`config.mk`:
```
export PLATFORM = sky130hd
export DESIGN_NAME = pio_bus_bridge
export DESIGN_NICKNAME = d
export VERILOG_FILES = /design/src/rtl/pio_bridge_pkg.sv /design/src/rtl/pio_mode_reg.sv /design/src/rtl/pio_win_decode.sv /design/src/rtl/pio_dir_ctrl.sv /design/src/rtl/pio_bus_bridge.sv
export SDC_FILE = /design/constraint.sdc
export NUM_CORES = 1
export LEC_CHECK = 0
export CORE_MARGIN = 4
export CORE_UTILIZATION = 21
export CTS_CLUSTER_SIZE = 12
export DETAILED_ROUTE_END_ITERATION = 8
export GPL_TIMING_DRIVEN = 0
export PLACE_DENSITY = 0.86
export SLEW_MARGIN = 20
export SYNTH_ARGS = -nofsm -noshare
export SYNTH_HDL_FRONTEND = slang
export SYNTH_SLANG_ARGS = --single-unit
export TNS_END_PERCENT = 10
```
`constraint.sdc`:
```
create_clock -name clk -period 3.7 [get_ports clk]
set_input_delay 0.74 -clock clk [delete_from_list [all_inputs] [get_ports clk]]
set_output_delay 0.74 -clock clk [all_outputs]
set_load 0.1 [all_outputs]
```
`src/rtl/pio_bridge_pkg.sv`:
```
package pio_bridge_pkg;
  localparam int unsigned ADDR_W = 16;
  localparam int unsigned DATA_W = 8;
  localparam int unsigned EN_BIT = DATA_W - 1;
  localparam int unsigned NUM_WIN = 2;

  typedef logic [ADDR_W-1:0] addr_t;
  typedef logic [DATA_W-1:0] data_t;

  typedef enum logic [1:0] {
    DIR_IDLE  = 2'b00,
    DIR_READ  = 2'b01,
    DIR_WRITE = 2'b10
  } dir_e;
endpackage

```
`src/rtl/pio_mode_reg.sv`:
```
module pio_mode_reg
  import pio_bridge_pkg::*;
#(
  parameter addr_t MODE_ADDR = 16'h0040
) (
  input  logic  clk,
  input  logic  rst_n,
  input  logic  mode_cs,
  input  logic  wr,
  input  addr_t addr,
  input  logic  en_bit_in,
  output logic  mode_en
);
  logic [1:0] rst_pipe_q;
  logic       rst_sync_n;
  logic       wr_hit;
  logic       en_d;
  logic       en_q;

  // Reset asserts asynchronously and is released on a clock edge.
  always_ff @(posedge clk or negedge rst_n) begin
    if (!rst_n) rst_pipe_q <= 2'b00;
    else        rst_pipe_q <= {rst_pipe_q[0], 1'b1};
  end
  assign rst_sync_n = rst_pipe_q[1];

  always_comb begin
    wr_hit = mode_cs && wr && (addr == MODE_ADDR);
    en_d   = wr_hit ? en_bit_in : en_q;
  end

  always_ff @(posedge clk or negedge rst_sync_n) begin
    if (!rst_sync_n) en_q <= 1'b0;
    else             en_q <= en_d;
  end

  assign mode_en = en_q;


  mode_capture_chk: assert property (@(posedge clk) disable iff (!rst_sync_n)
    (mode_cs && wr && addr == MODE_ADDR) |=> (mode_en == $past(en_bit_in)));


  mode_hold_chk: assert property (@(posedge clk) disable iff (!rst_sync_n)
    !(mode_cs && wr) |=> $stable(mode_en));
endmodule

```
`src/rtl/pio_win_decode.sv`:
```
module pio_win_decode
  import pio_bridge_pkg::*;
#(
  parameter logic [NUM_WIN*ADDR_W-1:0] WIN_BASE = {16'hA000, 16'h8000},
  parameter logic [NUM_WIN*ADDR_W-1:0] WIN_MASK = {16'hF000, 16'hFF00}
) (
  input  addr_t              addr,
  output logic [NUM_WIN-1:0] win_hit,
  output logic               any_hit
);
  for (genvar k = 0; k < NUM_WIN; k++) begin : g_win
    localparam addr_t BASE_K = WIN_BASE[k*ADDR_W +: ADDR_W];
    localparam addr_t MASK_K = WIN_MASK[k*ADDR_W +: ADDR_W];
    assign win_hit[k] = ((addr & MASK_K) == BASE_K);
  end

  assign any_hit = |win_hit;
endmodule

```
`src/rtl/pio_dir_ctrl.sv`:
```
module pio_dir_ctrl
  import pio_bridge_pkg::*;
(
  input  logic  mode_en,
  input  logic  any_hit,
  input  logic  mode_cs,
  input  logic  rd,
  input  logic  wr,
  input  data_t mcu_data_in,
  input  data_t pin_in,
  output data_t mcu_data_out,
  output logic  mcu_data_oe,
  output data_t pin_out,
  output logic  pin_oe
);
  logic active;
  dir_e dir;

  always_comb begin
    active = mode_en && any_hit && !mode_cs;
    dir    = DIR_IDLE;
    if (active) begin
      unique case ({wr, rd})
        2'b01:   dir = DIR_READ;
        2'b10:   dir = DIR_WRITE;
        default: dir = DIR_IDLE;
      endcase
    end
  end

  // Bit n of one side maps straight onto bit n of the other.
  for (genvar n = 0; n < DATA_W; n++) begin : g_lane
    assign mcu_data_out[n] = (dir == DIR_READ)  && pin_in[n];
    assign pin_out[n]      = (dir == DIR_WRITE) && mcu_data_in[n];
  end

  assign mcu_data_oe = (dir == DIR_READ);
  assign pin_oe      = (dir == DIR_WRITE);
endmodule

```
`src/rtl/pio_bus_bridge.sv`:
```
module pio_bus_bridge
  import pio_bridge_pkg::*;
#(
  parameter addr_t MODE_ADDR = 16'h0040,
  parameter addr_t WIN0_BASE = 16'h8000,
  parameter addr_t WIN0_MASK = 16'hFF00,
  parameter addr_t WIN1_BASE = 16'hA000,
  parameter addr_t WIN1_MASK = 16'hF000
) (
  input  logic        clk,
  input  logic        rst_n,
  input  logic [15:0] addr,
  input  logic        rd,
  input  logic        wr,
  input  logic        mode_cs,
  input  logic [7:0]  mcu_data_in,
  output logic [7:0]  mcu_data_out,
  output logic        mcu_data_oe,
  input  logic [7:0]  pin_in,
  output logic [7:0]  pin_out,
  output logic        pin_oe
);
  logic               mode_en;
  logic [NUM_WIN-1:0] win_hit;
  logic               any_hit;

  pio_mode_reg #(.MODE_ADDR(MODE_ADDR)) u_mode (
    .clk       (clk),
    .rst_n     (rst_n),
    .mode_cs   (mode_cs),
    .wr        (wr),
    .addr      (addr),
    .en_bit_in (mcu_data_in[EN_BIT]),
    .mode_en   (mode_en)
  );

  pio_win_decode #(
    .WIN_BASE ({WIN1_BASE, WIN0_BASE}),
    .WIN_MASK ({WIN1_MASK, WIN0_MASK})
  ) u_dec (
    .addr    (addr),
    .win_hit (win_hit),
    .any_hit (any_hit)
  );

  pio_dir_ctrl u_dir (
    .mode_en      (mode_en),
    .any_hit      (any_hit),
    .mode_cs      (mode_cs),
    .rd           (rd),
    .wr           (wr),
    .mcu_data_in  (mcu_data_in),
    .pin_in       (pin_in),
    .mcu_data_out (mcu_data_out),
    .mcu_data_oe  (mcu_data_oe),
    .pin_out      (pin_out),
    .pin_oe       (pin_oe)
  );


  disabled_quiet_chk: assert property (@(posedge clk) disable iff (!rst_n)
    !mode_en |-> !(mcu_data_oe || pin_oe));


  outside_quiet_chk: assert property (@(posedge clk) disable iff (!rst_n)
    (win_hit == '0) |-> !(mcu_data_oe || pin_oe));


  read_path_chk: assert property (@(posedge clk) disable iff (!rst_n)
    mcu_data_oe |-> (rd && !wr && mcu_data_out == pin_in));


  write_path_chk: assert property (@(posedge clk) disable iff (!rst_n)
    pin_oe |-> (wr && !rd && pin_out == mcu_data_in));


  strobe_clash_chk: assert property (@(posedge clk) disable iff (!rst_n)
    (rd && wr) |-> !(mcu_data_oe || pin_oe));


  cfg_cycle_quiet_chk: assert property (@(posedge clk) disable iff (!rst_n)
    mode_cs |-> !(mcu_data_oe || pin_oe));
endmodule

```
==> reports/results.md <==
| Metric | Reported | Unit |
| --- | --- | --- |
| Result of the run | finished clean | - |
| Dominant combinational cell family by area after synthesis | simple AND/OR/NAND/NOR gates | - |
| Complex-gate fraction of the synthesized area | 0.0402 | - |
| Pin count of the biggest net entering global routing | 10 | - |
| Commonest cells in the netlist | 16 x and2_1, 3 x dfrtp_1, 2 x nand3_1, 2 x nor3b_4, 2 x nor4_1 | - |
| Fraction of the mapped netlist area in adder cells | 0 | - |
| Global-route wire length before repair | 1820 | um |
| Worst IR Drop VDD | 182 | uV |
| Xor and xnor area share after synthesis | 0 | - |
| Antenna diode instance count | 0 | - |
| Routed Wire Length | 1210 | um |
| Vias per std cell | 4.31 | - |
| Full die area | 0.00216 | sq mm |
| Post-Route Hold Slack | 0.594 | ps |
| Share of the synthesized area in the top cell type | 0.321 | - |
| CTS buffer count | 3 | - |
| Clock Sinks | 3 | - |
| Initial antenna violation count | 0 | - |
| Post-synth EDFFs | 0 | - |
| Final Critical Period | 3510 | ps |
| Synthesis warning total | 0 | - |
| Synthesized net count | 69 | - |
| Number of maximum-capacitance constraint violations | 0 | - |
| Boundary pin count | 55 | - |
| Worst-case register-to-register setup slack | 2960 | ps |
| Maximum count of clock buffers along a single path | 2 | - |
| Critical Path End Type | output pin | - |
| Cell count after synthesis | 32 | - |
| Vias in the first global route | 458 | - |
| Average size of a mapped cell | 9.74 | sq um |
| Clock transition at the registers of the reported paths | 40 | ps |
| Launching element type of the critical path | input pin | - |
| CORE AREA | 0.00135 | sq mm |
| Number of placed instances with taps included | 101 | - |
| Drt drc | 0 | - |
| Clock Tree Root | clkbuf_4 | - |
| Port Buffers | 54 | - |
| Number of cells on the worst reg-to-reg path | 1 | - |
| Clk_lat worst skew | 230 | ps |
| Slew Limit Fails | 0 | - |
| Post-detailed-route count of antenna-violating nets | 0 | - |
| Fin. Hold Viols | 0 | - |
| Post-synth top flop | dfrtp_1 | - |
| Clock Skew | 2.02 | ps |
| Via count of the routed design | 453 | - |
| DR iter-0 viols | 1 | - |
| RSZ-0062 raised after global routing | false | - |
| Pwr/cell area | 149 | mW/mm^2 |
| Critical R2R Launch | u_mode.mode_en$_DFFE_PN0P_ | - |
| Top post-synthesis cells by area | and2_1 32%, dfrtp_1 24%, nor3b_4 12% | - |
| Worst endpoint required time | 2960 | ps |
| Vertical die dimension | 46.5 | um |
| WP data arrival | 2770 | ps |
| CTS Hold Bufs | 0 | - |
| Number of optimization iterations in the first detailed-route pass | 2 | - |
| Class of the worst hold path | register to async pin | - |
| Path type of the worst setup path | input pin to output pin | - |
| Half-perimeter wire length of the detailed placement result | 1160 | um |
| Synthesis-stage register bit count | 3 | - |
| GRT overflow | 0 | - |
| Source of the critical timing path | addr[12] | - |
| Leak | 0.345 | nW |
| Number of setup buffers added after CTS | 0 | - |
| Combined global-route utilization of all metal layers | 0.123 | - |
| Synth Area in Simple Gates | 0.671 | - |
| Starting density of the core | 0.231 | - |
| Share of flip-flops with an asynchronous set or reset after synthesis | 1.00 | - |
| Rel. slew slack | 0.633 | - |
| Count of nets after finishing | 128 | - |
| CP Max Fanout | 9 | - |
| Horizontal die dimension | 46.5 | um |
| Count of standard-cell rows | 13 | - |
| Number of setup violations in the final report | 0 | - |
| Number of H-tree levels | 1 | - |
| Sequential-to-total area share from yosys stat | 0.241 | - |
| F_max | 0.285 | GHz |
| Slew at the pin with the worst max-slew slack | 553 | ps |
| Fraction of layout cells with a size suffix above 1 | 0.300 | - |
| Portion of the clock cycle consumed by the worst path in the final layout | 0.948 | - |
| Post-DR wirelength/cell | 11.5 | um |
| Crit path capture | mcu_data_out[5] | - |
| Layout Cells excl Fill | 105 | - |
| Most repeated cell in the gate-level netlist after synthesis | and2_1 | - |
| CTS tree | done | - |
| Post-synth cell types | 12 | - |
| Placer's final routability congestion estimate | 0.722 | - |
| Mux cell area share after synthesis | 0.0361 | - |
| Cell Area, Synth | 312 | sq um |
| Area leader, netlist | and2_1 | - |
| Terminus of the critical flop-to-flop path | u_mode.mode_en$_DFFE_PN0P_ | - |
| Layout Area Growth over Synthesis | 189 | % |
## per-layer routing
layer | share of wire | up-vias | track usage
li1 | - | 226 | -
met1 | 0.26 | 195 | 0.0853
met2 | 0.59 | 30 | 0.258
met3 | 0.15 | 2 | 0.0508
met4 | 0.0083 | 0 | 0.0682
met5 | 0 | - | 0
## critical path, stage by stage
cell and delay (ps):
clkdlybuf4s50_1 470, nor4b_4 320, o211ai_2 190, nor3b_4 310, and2_1 180, clkdlybuf4s15_2 560
## worst min-delay path by stage
stage	endpoint	slack (ps)
after CTS	u_mode.mode_en$_DFFE_PN0P_	4
after global placement	u_mode.mode_en$_DFFE_PN0P_	-4
after global routing	u_mode.mode_en$_DFFE_PN0P_	20
after floorplan	u_mode.mode_en$_DFFE_PN0P_	-6
final	u_mode.mode_en$_DFFE_PN0P_	0.6
after detailed placement	u_mode.mode_en$_DFFE_PN0P_	0.6
## area by class of cell
cell class | instances | area, sq um
repair buffers | 54 | 544
flip-flops and latches | 3 | 75.1
fillers | 109 | 449
well taps | 15 | 18.8
multi-input cells | 29 | 236
clock buffers | 4 | 26.3
## report_power, final
group / switching (mW) / internal [mW] / leakage [nW]
registers: 0.000304 / 0.0341 / 0.0373
logic: 0.00856 / 0.0349 / 0.293
clock network: 0.0164 / 0.0404 / 0.0150
## sequential cells by signal (all words and copies together) (netlist names)
signal and count:
u_mode.mode_en 1, u_mode.rst_pipe_q 2
## metrics by stage
step           power, mW  setup slack, ps  instance area, sq um   util  TNS, ps
2_1_floorplan     0.0375            -86.3                   312      -    -1380
3_3_place_gp      0.0779             -381                   871  0.645    -6400
3_5_place_dp      0.0788             -420                   871  0.645    -7030
4_1_cts            0.137             -114                   913  0.677     -125
5_1_grt            0.144             46.3                   901  0.667        0
6_report           0.135              193                   901  0.667        0
## layout by cell type, fill, tap and decap left out, drive strengths merged
cell type,Yosys,final
and2,16,16
clkbuf,0,7
clkdlybuf4s15,0,15
clkdlybuf4s50,0,36
conb,1,1
dfrtp,3,3
mux2,1,1
nand3,2,2
nor2,1,1
nor3b,2,2
nor4,3,3
nor4b,2,2
o211ai,1,1
## what timing repair did
| item | in CTS | in global routing |
|---|---|---|
| endpoints found under the setup margin | 18 | 3 |
| resized for setup | 49 | 5 |
| pin swaps | 0 | 0 |
## kinds of logic after synthesis
| group | count (synthesis) |
|---|---|
| DFF | 3 |
| other | 1 |
| AOI/OAI and AO/OA | 1 |
| and+or+nand+nor | 26 |
| muxes | 1 |
(Power assumes the default switching activity.)
